**src/rtl/pwm_chan_pkg.sv**
```systemverilog
package pwm_chan_pkg;
  localparam int CNT_W    = 8;
  localparam int DIVH_W   = 4;
  localparam int DIVL_W   = 8;
  localparam int HI_W     = (1 << DIVH_W) - 1;
  localparam int PER_LSB  = 24;
  localparam int RISE_LSB = 8;
  localparam int FALL_LSB = 0;
  localparam int DIVH_LSB = 8;
  localparam int DIVL_LSB = 0;
  localparam int B_PIN    = 12;
  localparam int B_OD     = 13;
  localparam int B_INV    = 14;
  localparam int B_FORCE  = 15;
  localparam int B_CLK    = 16;
  localparam int B_NOSYNC = 17;

  typedef struct packed {
    logic [CNT_W-1:0] period;
    logic [CNT_W-1:0] rise;
    logic [CNT_W-1:0] fall;
  } dutyT;

  typedef struct packed {
    logic              syncOff;
    logic              clkOn;
    logic              forceLvl;
    logic              invert;
    logic              openDrain;
    logic              pinOn;
    logic [DIVH_W-1:0] divHi;
    logic [DIVL_W-1:0] divLo;
  } ctrlT;

  typedef struct packed {
    logic loadActive;
    logic takeBus;
    logic holdIdle;
  } strobeT;
endpackage

```
**src/rtl/pwm_chan_ctrl.sv**
```systemverilog
module pwm_chan_ctrl
  import pwm_chan_pkg::*;
#(
  parameter int ADDR_W   = 4,
  parameter int CTRL_OFS = 0,
  parameter int DUTY_OFS = 4
) (
  input  logic              clk,
  input  logic              rst_n,
  input  logic              wrEn,
  input  logic [ADDR_W-1:0] wrAddr,
  input  logic [31:0]       wrData,
  input  logic              periodWrap,
  output ctrlT              cfg,
  output dutyT              busDuty,
  output dutyT              pendDuty,
  output strobeT            stb
);
  logic ctrlHit, dutyHit;
  logic unusedBits;

  assign ctrlHit = wrEn && (wrAddr == ADDR_W'(CTRL_OFS));
  assign dutyHit = wrEn && (wrAddr == ADDR_W'(DUTY_OFS));
  assign unusedBits = ^wrData[23:16];

  assign busDuty.period = wrData[PER_LSB +: CNT_W];
  assign busDuty.rise   = wrData[RISE_LSB +: CNT_W];
  assign busDuty.fall   = wrData[FALL_LSB +: CNT_W];

  always_ff @(posedge clk or negedge rst_n) begin
    if (!rst_n) begin
      cfg      <= '0;
      pendDuty <= '0;
    end else begin
      if (ctrlHit) begin
        cfg.syncOff   <= wrData[B_NOSYNC];
        cfg.clkOn     <= wrData[B_CLK];
        cfg.forceLvl  <= wrData[B_FORCE];
        cfg.invert    <= wrData[B_INV];
        cfg.openDrain <= wrData[B_OD];
        cfg.pinOn     <= wrData[B_PIN];
        cfg.divHi     <= wrData[DIVH_LSB +: DIVH_W];
        cfg.divLo     <= wrData[DIVL_LSB +: DIVL_W];
      end
      if (dutyHit) pendDuty <= busDuty;
    end
  end

  // Strobes: when the datapath copies a duty set, and from where.
  assign stb.takeBus    = dutyHit;
  assign stb.loadActive = cfg.syncOff || !cfg.clkOn || periodWrap;
  assign stb.holdIdle   = !cfg.clkOn;

  assert_stray_write_R12: assert property (@(posedge clk) disable iff (!rst_n)
    (wrEn && !ctrlHit && !dutyHit) |=> ($stable(cfg) && $stable(pendDuty)));

  assert_ctrl_load_R12: assert property (@(posedge clk) disable iff (!rst_n)
    ctrlHit |=> (cfg.clkOn == $past(wrData[B_CLK])));
endmodule

```
**src/rtl/pwm_chan_prescale.sv**
```systemverilog
module pwm_chan_prescale
  import pwm_chan_pkg::*;
(
  input  logic              clk,
  input  logic              rst_n,
  input  logic              clear,
  input  logic [DIVH_W-1:0] divHi,
  input  logic [DIVL_W-1:0] divLo,
  output logic              tick
);
  logic [DIVL_W-1:0] lowCnt;
  logic [HI_W-1:0]   hiCnt;
  logic [HI_W-1:0]   hiMask;
  logic              lowWrap, hiWrap;

  assign hiMask  = ~({HI_W{1'b1}} << divHi);
  assign lowWrap = (lowCnt >= divLo);
  assign hiWrap  = (hiCnt >= hiMask);
  assign tick    = !clear && lowWrap && hiWrap;

  always_ff @(posedge clk or negedge rst_n) begin
    if (!rst_n) begin
      lowCnt <= '0;
      hiCnt  <= '0;
    end else if (clear) begin
      lowCnt <= '0;
      hiCnt  <= '0;
    end else if (lowWrap) begin
      lowCnt <= '0;
      hiCnt  <= hiWrap ? '0 : hiCnt + 1'b1;
    end else begin
      lowCnt <= lowCnt + 1'b1;
    end
  end

  assert_idle_zero_R5: assert property (@(posedge clk) disable iff (!rst_n)
    clear |=> (lowCnt == '0 && hiCnt == '0));

  assert_tick_restart_R2: assert property (@(posedge clk) disable iff (!rst_n)
    tick |=> (lowCnt == '0 && hiCnt == '0));
endmodule

```
**src/rtl/pwm_chan_datapath.sv**
```systemverilog
module pwm_chan_datapath
  import pwm_chan_pkg::*;
(
  input  logic   clk,
  input  logic   rst_n,
  input  ctrlT   cfg,
  input  dutyT   busDuty,
  input  dutyT   pendDuty,
  input  strobeT stb,
  input  logic   tick,
  output logic   periodWrap,
  output logic   pinOut,
  output logic   pinOe
);
  dutyT             act;
  logic [CNT_W-1:0] cnt;
  logic             inWin, wave, level;

  assign periodWrap = tick && (cnt >= act.period);

  always_ff @(posedge clk or negedge rst_n) begin
    if (!rst_n) begin
      act <= '0;
      cnt <= '0;
    end else begin
      if (stb.loadActive) act <= stb.takeBus ? busDuty : pendDuty;
      if (stb.holdIdle)   cnt <= '0;
      else if (tick)      cnt <= periodWrap ? '0 : cnt + 1'b1;
    end
  end

  always_comb begin
    if (act.fall < act.rise)      inWin = (cnt >= act.fall) && (cnt < act.rise);
    else if (act.fall > act.rise) inWin = (cnt >= act.fall) || (cnt < act.rise);
    else                          inWin = 1'b0;
  end

  assign wave   = inWin && cfg.clkOn && !cfg.forceLvl;
  assign level  = wave ^ cfg.invert;
  assign pinOut = level;
  assign pinOe  = cfg.pinOn && !(cfg.openDrain && level);

  assert_wrap_zero_R3: assert property (@(posedge clk) disable iff (!rst_n)
    (periodWrap && !stb.holdIdle) |=> (cnt == '0));

  assert_count_step_R3: assert property (@(posedge clk) disable iff (!rst_n)
    (tick && !periodWrap && !stb.holdIdle) |=> (cnt == $past(cnt) + 1'b1));

  assert_hold_shadow_R10: assert property (@(posedge clk) disable iff (!rst_n)
    (cfg.clkOn && !cfg.syncOff && !periodWrap) |=> $stable(act));

  assert_idle_level_R5: assert property (@(posedge clk) disable iff (!rst_n)
    !cfg.clkOn |-> (pinOut == cfg.invert));

  always_comb begin
    if (rst_n && pinOe && cfg.openDrain)
      assert_od_release_R9: assert (!pinOut);
  end
endmodule

```
**src/rtl/pwm_chan.sv**
```systemverilog
module pwm_chan
  import pwm_chan_pkg::*;
#(
  parameter int ADDR_W   = 4,
  parameter int CTRL_OFS = 0,
  parameter int DUTY_OFS = 4
) (
  input  logic              clk,
  input  logic              rst_n,
  input  logic              wrEn,
  input  logic [ADDR_W-1:0] wrAddr,
  input  logic [31:0]       wrData,
  output logic              pinOut,
  output logic              pinOe
);
  ctrlT   cfg;
  dutyT   busDuty, pendDuty;
  strobeT stb;
  logic   tick, periodWrap;

  pwm_chan_ctrl #(.ADDR_W(ADDR_W), .CTRL_OFS(CTRL_OFS), .DUTY_OFS(DUTY_OFS)) u_ctrl (
    .clk(clk), .rst_n(rst_n), .wrEn(wrEn), .wrAddr(wrAddr), .wrData(wrData),
    .periodWrap(periodWrap), .cfg(cfg), .busDuty(busDuty), .pendDuty(pendDuty), .stb(stb)
  );

  pwm_chan_prescale u_pre (
    .clk(clk), .rst_n(rst_n), .clear(stb.holdIdle),
    .divHi(cfg.divHi), .divLo(cfg.divLo), .tick(tick)
  );

  pwm_chan_datapath u_dp (
    .clk(clk), .rst_n(rst_n), .cfg(cfg), .busDuty(busDuty), .pendDuty(pendDuty),
    .stb(stb), .tick(tick), .periodWrap(periodWrap), .pinOut(pinOut), .pinOe(pinOe)
  );
endmodule

```
**config.mk**
```make
export PLATFORM = sky130hd
export DESIGN_NAME = pwm_chan
export DESIGN_NICKNAME = d
export VERILOG_FILES = /design/src/rtl/pwm_chan_pkg.sv /design/src/rtl/pwm_chan_ctrl.sv /design/src/rtl/pwm_chan_prescale.sv /design/src/rtl/pwm_chan_datapath.sv /design/src/rtl/pwm_chan.sv
export SDC_FILE = /design/constraint.sdc
export NUM_CORES = 1
export LEC_CHECK = 0
export BUFFER_PORTS_ARGS = -buffer_cell sky130_fd_sc_hd__buf_4
export CELL_PAD_IN_SITES_DETAIL_PLACEMENT = 1
export CELL_PAD_IN_SITES_GLOBAL_PLACEMENT = 2
export CORE_ASPECT_RATIO = 2
export CORE_MARGIN = 5
export CORE_UTILIZATION = 40
export DETAILED_ROUTE_END_ITERATION = 7
export PLACE_DENSITY = 0.9
export SKIP_LAST_GASP = 1
export SYNTH_ARGS = -nofsm -noshare
export SYNTH_HDL_FRONTEND = slang
export SYNTH_SLANG_ARGS = --single-unit
```
**constraint.sdc**
```tcl
create_clock -name clk -period 4.1 [get_ports clk]
set_input_delay 0.205 -clock clk [delete_from_list [all_inputs] [get_ports clk]]
set_output_delay 0.205 -clock clk [all_outputs]
set_load 0.05 [all_outputs]
```
* Word level (Yosys, flattened, before mapping) *
Index checks and enable logic that the tools add are counted.

storage, ports and cells
  flip-flop bits (word level) = 97
  logic and storage cells = 61

cells by class
  add/sub/neg operators = 3
  magnitude comparators = 7
  eq/ne operators = 3
  shift-type cells = 1
  multiplexer cells = 11
  bitwise operators = 2
  reductions and logical operators = 17

operators with widths
  kind                                               number
  two-way mux 15 bit                                 3
  two-way mux 8 bit                                  5
  >= comparator 8 bit                                3
  two-way mux 24 bit                                 1
  adder 8 x 1 -> 8 bit, second input constant        2
  less-than comparator 8 bit                         2
  adder 15 x 1 -> 15 bit, second input constant      1
  >= comparator 15 bit                               1
  NOT 15 bit                                         1
  left shift 15 x 4 -> 15 bit, first input constant  1
  logical AND 1 bit                                  10
  > comparator 8 bit                                 1
  == test 4 x 3 -> 1 bit, second input constant      1
  zero test 4 bit                                    1
  != test 2 x 1 -> 1 bit, second input constant      2
  zero test 1 bit                                    3
  logical OR 1 bit                                   3
  two-way mux 1 bit                                  2
  XOR 1 bit                                          1

* Depth between registers and ports, before layout *
Gate-level depths: netlist of run 1.

  word-level depth = 10
  mapped depth = 13
  mapped depth without buffers = 10

* Modules after synthesis *
From an unflattened synthesis of run 1, not the netlist that was laid out.

second synthesis, totals
  cell total of the unflattened synthesis = 568
  area total of the unflattened synthesis = 6035.8 um^2

by module, submodules not included
  module             times used  cells an instance  area each (um^2)  seq. area each (um^2)
  pwm_chan_datapath  1           245                2354.8            800.8
  pwm_chan_prescale  1           204                1864.3            575.6
  pwm_chan_ctrl      1           119                1816.7            1051.0

* Worst setup path after synthesis of run 1 *
OpenSTA, ideal clock, no wires.

  path kind = reg-to-output
  start = register u_dp.cnt[6]
  end = output port pinOe
  arrival time = 2.924 ns
  path slack = 0.971 ns
  cell stages (with the launch flop) = 8
  path buffers = 0
  path through = dfrtp_1 -> ha_1 -> and4_1 -> a221o_1 -> a21o_1 -> a211oi_1 -> nor3_1 -> nor3_1

on the way
  longest elaborated chain between the ends = 10
  elaborated cells on any way between the ends = 12

ends and longest elaborated chain
  element                                                            line                                              RTL
  from (decl)                                                        pwm_chan_datapath.sv:16                           logic [CNT_W-1:0] cnt;
  from (signal assigned)                                             pwm_chan_datapath.sv:28                           else if (tick) cnt <= periodWrap ? '0 : cnt + 1'b1;
  >= comparator 8 bit or less-than comparator 8 bit (tied branches)  pwm_chan_datapath.sv:33, pwm_chan_datapath.sv:34
  logical OR 1 bit                                                   pwm_chan_datapath.sv:34                           else if (act.fall > act.rise) inWin = (cnt >= act.fall) || (cnt < act.rise);
  two-way mux 1 bit                                                  pwm_chan_datapath.sv:34
  two-way mux 1 bit *                                                pwm_chan_datapath.sv:33                           if (act.fall < act.rise) inWin = (cnt >= act.fall) && (cnt < act.rise);
  logical AND 1 bit * (2 in a row)                                   pwm_chan_datapath.sv:38                           assign wave = inWin && cfg.clkOn && !cfg.forceLvl;
  XOR 1 bit *                                                        pwm_chan_datapath.sv:39                           assign level = wave ^ cfg.invert;
  logical AND 1 bit *                                                pwm_chan_datapath.sv:41                           assign pinOe = cfg.pinOn && !(cfg.openDrain && level);
  zero test 1 bit *                                                  pwm_chan_datapath.sv:41
  logical AND 1 bit *                                                pwm_chan_datapath.sv:41
  to (decl)                                                          pwm_chan.sv:14                                    output logic pinOe

Mark *: on every way between the ends. The rest lies on a longest branch, timed or not.

* Final worst setup path of run 1 *
  start = register u_ctrl.cfg[9] (netlist name)
  end = register u_pre.hiCnt[8]

on the way
  longest elaborated chain between the ends = 6

ends and longest elaborated chain
  element                      line                     RTL
  left shift 15 x 4 -> 15 bit  pwm_chan_prescale.sv:16  assign hiMask = ~({HI_W{1'b1}} << divHi);
  NOT 15 bit                   pwm_chan_prescale.sv:16
  >= comparator 15 bit         pwm_chan_prescale.sv:18  assign hiWrap = (hiCnt >= hiMask);
  two-way mux 15 bit           pwm_chan_prescale.sv:30  hiCnt <= hiWrap ? '0 : hiCnt + 1'b1;
  two-way mux 15 bit           pwm_chan_prescale.sv:28  end else if (lowWrap) begin
  two-way mux 15 bit           pwm_chan_prescale.sv:25  end else if (clear) begin
  to (signal assigned)         pwm_chan_prescale.sv:30
  to (decl)                    pwm_chan_prescale.sv:12  logic [HI_W-1:0] hiCnt;

No other way between the ends. The select of a mux whose other input is x is not followed.
A chain may end at the register's enable or synchronous reset.

==> results.yml, run 1 <==
clock_tree:
  cts_buffer_depth: 2
  clkSinkCount: 97
  clkTransAtPathRegs_ps: 70
  post-cts-setup-buffers: 0
  cts_buffers: 9
  cts_tree: "done"
  worstSkewPairLatency_ps: 350
  cts_root_buf: "clkbuf_16"
  htreeDepth: 3
timing:
  fin_tns_setup_ps: 0
  period_needed_ps: 3530
  tightest_slew_ps: 841
  rsz0062_at_grt: "false"
  relSlewSlack_pct: 43.7
  skew_ps: 11.5
  clock.fmax_mhz: 283
  slew_viol_final: 0
  final-hold-violation-count: 0
  finalSetupViolations: 0
  min_period_over_period_pct: 86.2
floorplan:
  die_y_um: 177
  rows: 61
  initial_utilization_pct: 40.6
  coreArea_um2: 13800
  dieArea_um2: 16600
  io_pins: 41
  die_x_um: 93.7
synthesis:
  synth_edf_count: 0
  syn_area_per_cell_um2: 10.8
  synth_cell_types: 51
  yosys-top-cells-count: "dfrtp_1 (97), ha_1 (57), inv_1 (42), nand2_1 (42), mux2_2 (36)"
  synth_seq_cells: 97
  synth_flop_cell: "dfrtp_1"
  synth.largest_area_cell: "dfrtp_1"
  synth_top_area_share_pct: 43.3
  synth_warnings: 0
  yosysSeqAreaShare_pct: 43.3
  syn_inst: 520
  synth_area_um2: 5610
  synth_area_leaders: "dfrtp_1 (43%), ha_1 (13%), mux2_2 (7.2%)"
  synth_nets: 616
  async_reset_ff_share_pct: 100
  post-synth-top-count-cell: "dfrtp_1"
worst_setup_path:
  critPathKind: "reg -> reg"
  arrival_ps: 3820
  crit_path_start_kind: "flip-flop"
  critPathCaptureType: "flip-flop"
  critPathMaxFanout: 19
  cp.required_ps: 4390
detailed_routing:
  first_iter_violations: 102
  routed_wl_um: 13600
  wire_per_inst_um: 18.1
  drcViolationCount: 0
  ant_nets: 0
  first_pass_iters: 4
  routed-via-count: 4042
  avgViaCountPerCell: 5.40
layout:
  multiInputGateArea_um2: 2890
  final_core_util_pct: 45.6
  syn_to_final_growth_pct: 12.2
  fin_area_um2: 6290
  final_nets: 651
  num_antenna_cells: 0
  stdcell_count: 749
  regArea_um2: 2430
  drive_above_1_share_pct: 22.9
  nFillCells: 1523
placement:
  place_congestion: 0.803
  placed_cell_area_um2: 6010
  placed_cells_incl_taps: 732
  dp_hpwl_um: 10400
  portBuffers: 34
global_route:
  grt_pass1_wl_um: 22500
  antenna_found_initial: 0
  gr-total-overflow: 0
  grt_pass1_vias: 4689
  grt_usage_pct: 17.4
  grt_max_degree: 60
job:
  cap_violations: 0
power_and_ir_drop:
  power.leakage_nw: 3.09
  irDropWorstVdd_mv: 0.230
  powerDensity_nw_per_um2: 492
hold_path:
  hold_class: "in -> reg"
run_status:
  status: "finished clean"
## path summary, 6_finish.rpt
path / end / startpoint / slack (ps) / cells after the start
max in group asynchronous: u_ctrl.cfg[15] / rst_n / 2620 / 3
worst min register to register: u_ctrl.pendDuty[9] / u_ctrl.pendDuty[9] / 500 / 1
worst max-delay path: u_pre.hiCnt[8] / u_ctrl.cfg[9] / 570 / 11
worst max register to register: u_pre.hiCnt[8] / u_ctrl.cfg[9] / 570 / 11
min in group asynchronous: u_pre.lowCnt[5] / rst_n / 460 / 2
worst min-delay path: u_ctrl.cfg[14] / wrData[14] / 90 / 3
## state kept, by name (all words and copies together), names as in the netlist
signal / cells
u_ctrl.pendDuty: 24
u_dp.cnt: 8
u_dp.act: 24
u_pre.lowCnt: 8
u_pre.hiCnt: 15
u_ctrl.cfg: 18
## metal layers
| layer | up-vias | share of wire (%) | track usage (%) |
|---|---|---|---|
| li1 | 1916 | - | - |
| met1 | 2045 | 34 | 16.3 |
| met2 | 50 | 59 | 34.8 |
| met3 | 31 | 1.9 | 2.50 |
| met4 | 0 | 4.3 | 8.92 |
| met5 | - | 0 | 0 |
## repair_timing
| item | in CTS | in global routing |
|---|---|---|
| hold buffers | 1 | 0 |
| resized for setup | 0 | 0 |
| endpoints found under the setup margin | 0 | 0 |
| endpoints found under the hold margin | 58 | 0 |
## worst max-delay path, stage by stage (launching register included)
cell      delay (ps)
dfrtp_1          480
or2_2            380
or3_1            330
ha_1             270
nand2b_1         140
a31oi_1          160
o21ai_0          150
a211oi_2         330
or3b_1           660
buf_4            270
nor3b_1          200
a21o_1           110
## cell families after synthesis
group           Yosys count  share of synthesized area, %
simple gates            137                          12.3
compound gates          106                          12.7
flops                    97                          43.3
buf+inv                  60                          5.33
fa+ha+maj                57                          12.7
mux                      56                          12.6
xor+xnor                  7                          1.09
## where the power goes
part           total (mW)  switching [mW]  internal, mW
sequential           1.33           0.167          1.16
combinational       0.988           0.527         0.461
clock               0.784           0.369         0.414
## area by class of cell
type | count | share of cell area (%)
multi-input cells | 363 | 45.8
well taps | 189 | 3.76
inverters | 42 | 2.50
flip-flops and latches | 97 | 38.6
clock inverters | 6 | 0.656
clock buffers | 10 | 3.64
repair buffers | 42 | 5.05
## placed cells by master, fill, tap and decap left out, types with 3 or more instances in the layout
master,count
and3_1,7
nand4_1,5
nor3b_1,8
or2_2,6
ha_1,57
clkbuf_16,9
inv_1,42
a21o_1,18
clkinv_2,3
nor3_1,8
xor2_1,5
mux2_2,36
nand3_1,20
dfrtp_1,97
a21oi_1,21
a31oi_1,3
o21ai_1,4
o211ai_1,3
a211oi_1,5
o22ai_1,5
a211oi_2,3
mux2_4,20
or3_1,8
buf_4,41
o21a_1,3
nor2_1,19
o21ai_0,29
nand2_1,42
## metrics by stage
step / hold WS [ps] / setup slack (ps) / power (mW)
final: 91.5 / 567 / 3.10
after global placement: 315 / 613 / 2.24
after detailed placement: 330 / 601 / 2.33
after floorplan: -90.6 / 971 / 2.02
after CTS: 86.6 / 545 / 3.14
after global routing: 84.7 / 317 / 3.31
Power figures use the tool's default switching activity.
==> run 2: changes to the inputs <==
--- a/config.mk
+++ b/config.mk
@@ -12,7 +12,7 @@
 export CORE_MARGIN = 5
 export CORE_UTILIZATION = 40
 export DETAILED_ROUTE_END_ITERATION = 7
-export PLACE_DENSITY = 0.9
+export PLACE_DENSITY = 0.82
 export SKIP_LAST_GASP = 1
 export SYNTH_ARGS = -nofsm -noshare
 export SYNTH_HDL_FRONTEND = slang
==> run 2 against run 1 <==
Effect of this change:
- the run now ends with negative hold slack left
- clock skew grew 1.2 ps
- register-to-register slack about the same
- core utilization fell by 0.13 points
- largest cell class unchanged
==> results.yml, run 2 (same netlist as run 1, synthesis figures left out) <==
run_status:
  status: "finished, violations left"
  violations: "negative hold slack"
layout:
  reg_top3: "u_ctrl.pendDuty: 24 flops, u_dp.act: 24 flops, u_ctrl.cfg: 18 flops"
  stdcell_count: 747
  layout_commonest_cell: "dfrtp_1"
  drive_above_1_share_pct: 22.8
  fin_area_um2: 6280
  regArea_um2: 2430
  most-common-layout-cells: "dfrtp_1 (97), ha_1 (57), nand2_1 (42), inv_1 (42), buf_4 (41)"
  final_nets: 650
  num_antenna_cells: 0
  syn_to_final_growth_pct: 11.9
  nFillCells: 1517
  final_core_util_pct: 45.4
  multiInputGateArea_um2: 2890
clock_tree:
  htreeDepth: 3
  cts_buffers: 9
  clkTransAtPathRegs_ps: 70
  cts_tree: "done"
  cts_buffer_depth: 2
  clkSinkCount: 97
  worstSkewPairLatency_ps: 350
  cts_root_buf: "clkbuf_16"
  post-cts-setup-buffers: 0
  post_cts_resized: 0
  cts_hold_buf: 0
global_route:
  grt_pass1_vias: 4599
  antenna_found_initial: 0
  grt_usage_pct: 17.8
  grt_max_degree: 75
  gr-total-overflow: 0
  grt_pass1_wl_um: 22800
floorplan:
  rows: 61
  die_y_um: 177
  dieArea_um2: 16600
  io_pins: 41
  die_x_um: 93.7
  initial_utilization_pct: 40.6
  coreArea_um2: 13800
detailed_routing:
  first_iter_violations: 72
  avgViaCountPerCell: 5.37
  ant_nets: 0
  first_pass_iters: 4
  routed-via-count: 4009
  routed_wl_um: 13700
  drcViolationCount: 0
  wire_per_inst_um: 18.3
timing:
  rsz0062_at_grt: "false"
  fin_tns_setup_ps: 0
  skew_ps: 12.7
  final-hold-violation-count: 2
  tightest_slew_ps: 997
  timing.final.ws_setup_ps: 572
  holdWs_ps: -5.95
  relSlewSlack_pct: 33.5
  period_needed_ps: 3530
  slew_viol_final: 0
  min_period_over_period_pct: 86.0
  clock.fmax_mhz: 283
  finalSetupViolations: 0
placement:
  placed_cell_area_um2: 6010
  placed_cells_incl_taps: 732
  portBuffers: 34
  place_congestion: 0.742
  dp_hpwl_um: 10500
  pre_cts_ws_ps: 568
hold_path:
  hold_class: "in -> async"
power_and_ir_drop:
  p_total_mw: 3.05
  power.leakage_nw: 3.07
  powerDensity_nw_per_um2: 487
  irDropWorstVdd_mv: 0.230
worst_setup_path:
  arrival_ps: 3760
  ff2ff_path_depth: 12
  critPathMaxFanout: 23
  critPathKind: "reg -> reg"
  cp.required_ps: 4330
  critPathCaptureType: "flip-flop"
  crit_path_start_kind: "flip-flop"
job:
  cap_violations: 0
run 2: cell types whose count changed in the layout (fill, tap and decap cells not counted), sizes merged:
| cell | change |
|---|---|
| clkinvlp | +2 |
| dlygate4sd3 | -1 |
| clkinv | -1 |
| inv | -2 |
run 2: final timing paths:
kind                                startpoint                   to  slack (ps)
setup / recovery                 u_ctrl.cfg[9]         u_dp.act[10]         570
hold / removal                           rst_n      u_pre.lowCnt[5]          -6
setup reg to reg                 u_ctrl.cfg[9]         u_dp.act[10]         570
hold reg to reg            u_ctrl.pendDuty[20]  u_ctrl.pendDuty[20]         500
max in group asynchronous                rst_n   u_ctrl.pendDuty[2]        3220
min in group clk                    wrData[14]       u_ctrl.cfg[14]          70
run 2: worst max-delay path, cell delays in order, from the launching register on:
cell and delay (ps):
dfrtp_1 460, or2_2 380, or3_1 330, ha_1 280, nand2b_1 140, a31oi_1 160, o21ai_0 120, a211oi_2 300
buf_4 190, nor3_1 40, or3_1 370, buf_4 290, mux2_4 340
run 2: metal layers:
metal / routed length [um] / track usage [%] / part of all wire (%)
met2: 8030 / 35.0 / 59
met1: 4840 / 17.2 / 35
met5: 0 / 0 / 0
met3: 250 / 2.93 / 1.8
met4: 573 / 8.98 / 4.2
run 2: power breakdown:
part / internal [mW] / total [mW] / switching [mW]
combinational: 0.455 / 0.959 / 0.504
sequential: 1.16 / 1.32 / 0.166
clock: 0.407 / 0.772 / 0.365
run 2: cell type report:
class,count,share of cell area (%)
Sequential cell,97,38.7
Clock buffer,10,3.65
Clock inverter,5,0.538
Multi-Input combinational cell,363,46.0
Inverter,42,2.51
Tap cell,189,3.77
Timing Repair Buffer,41,4.90
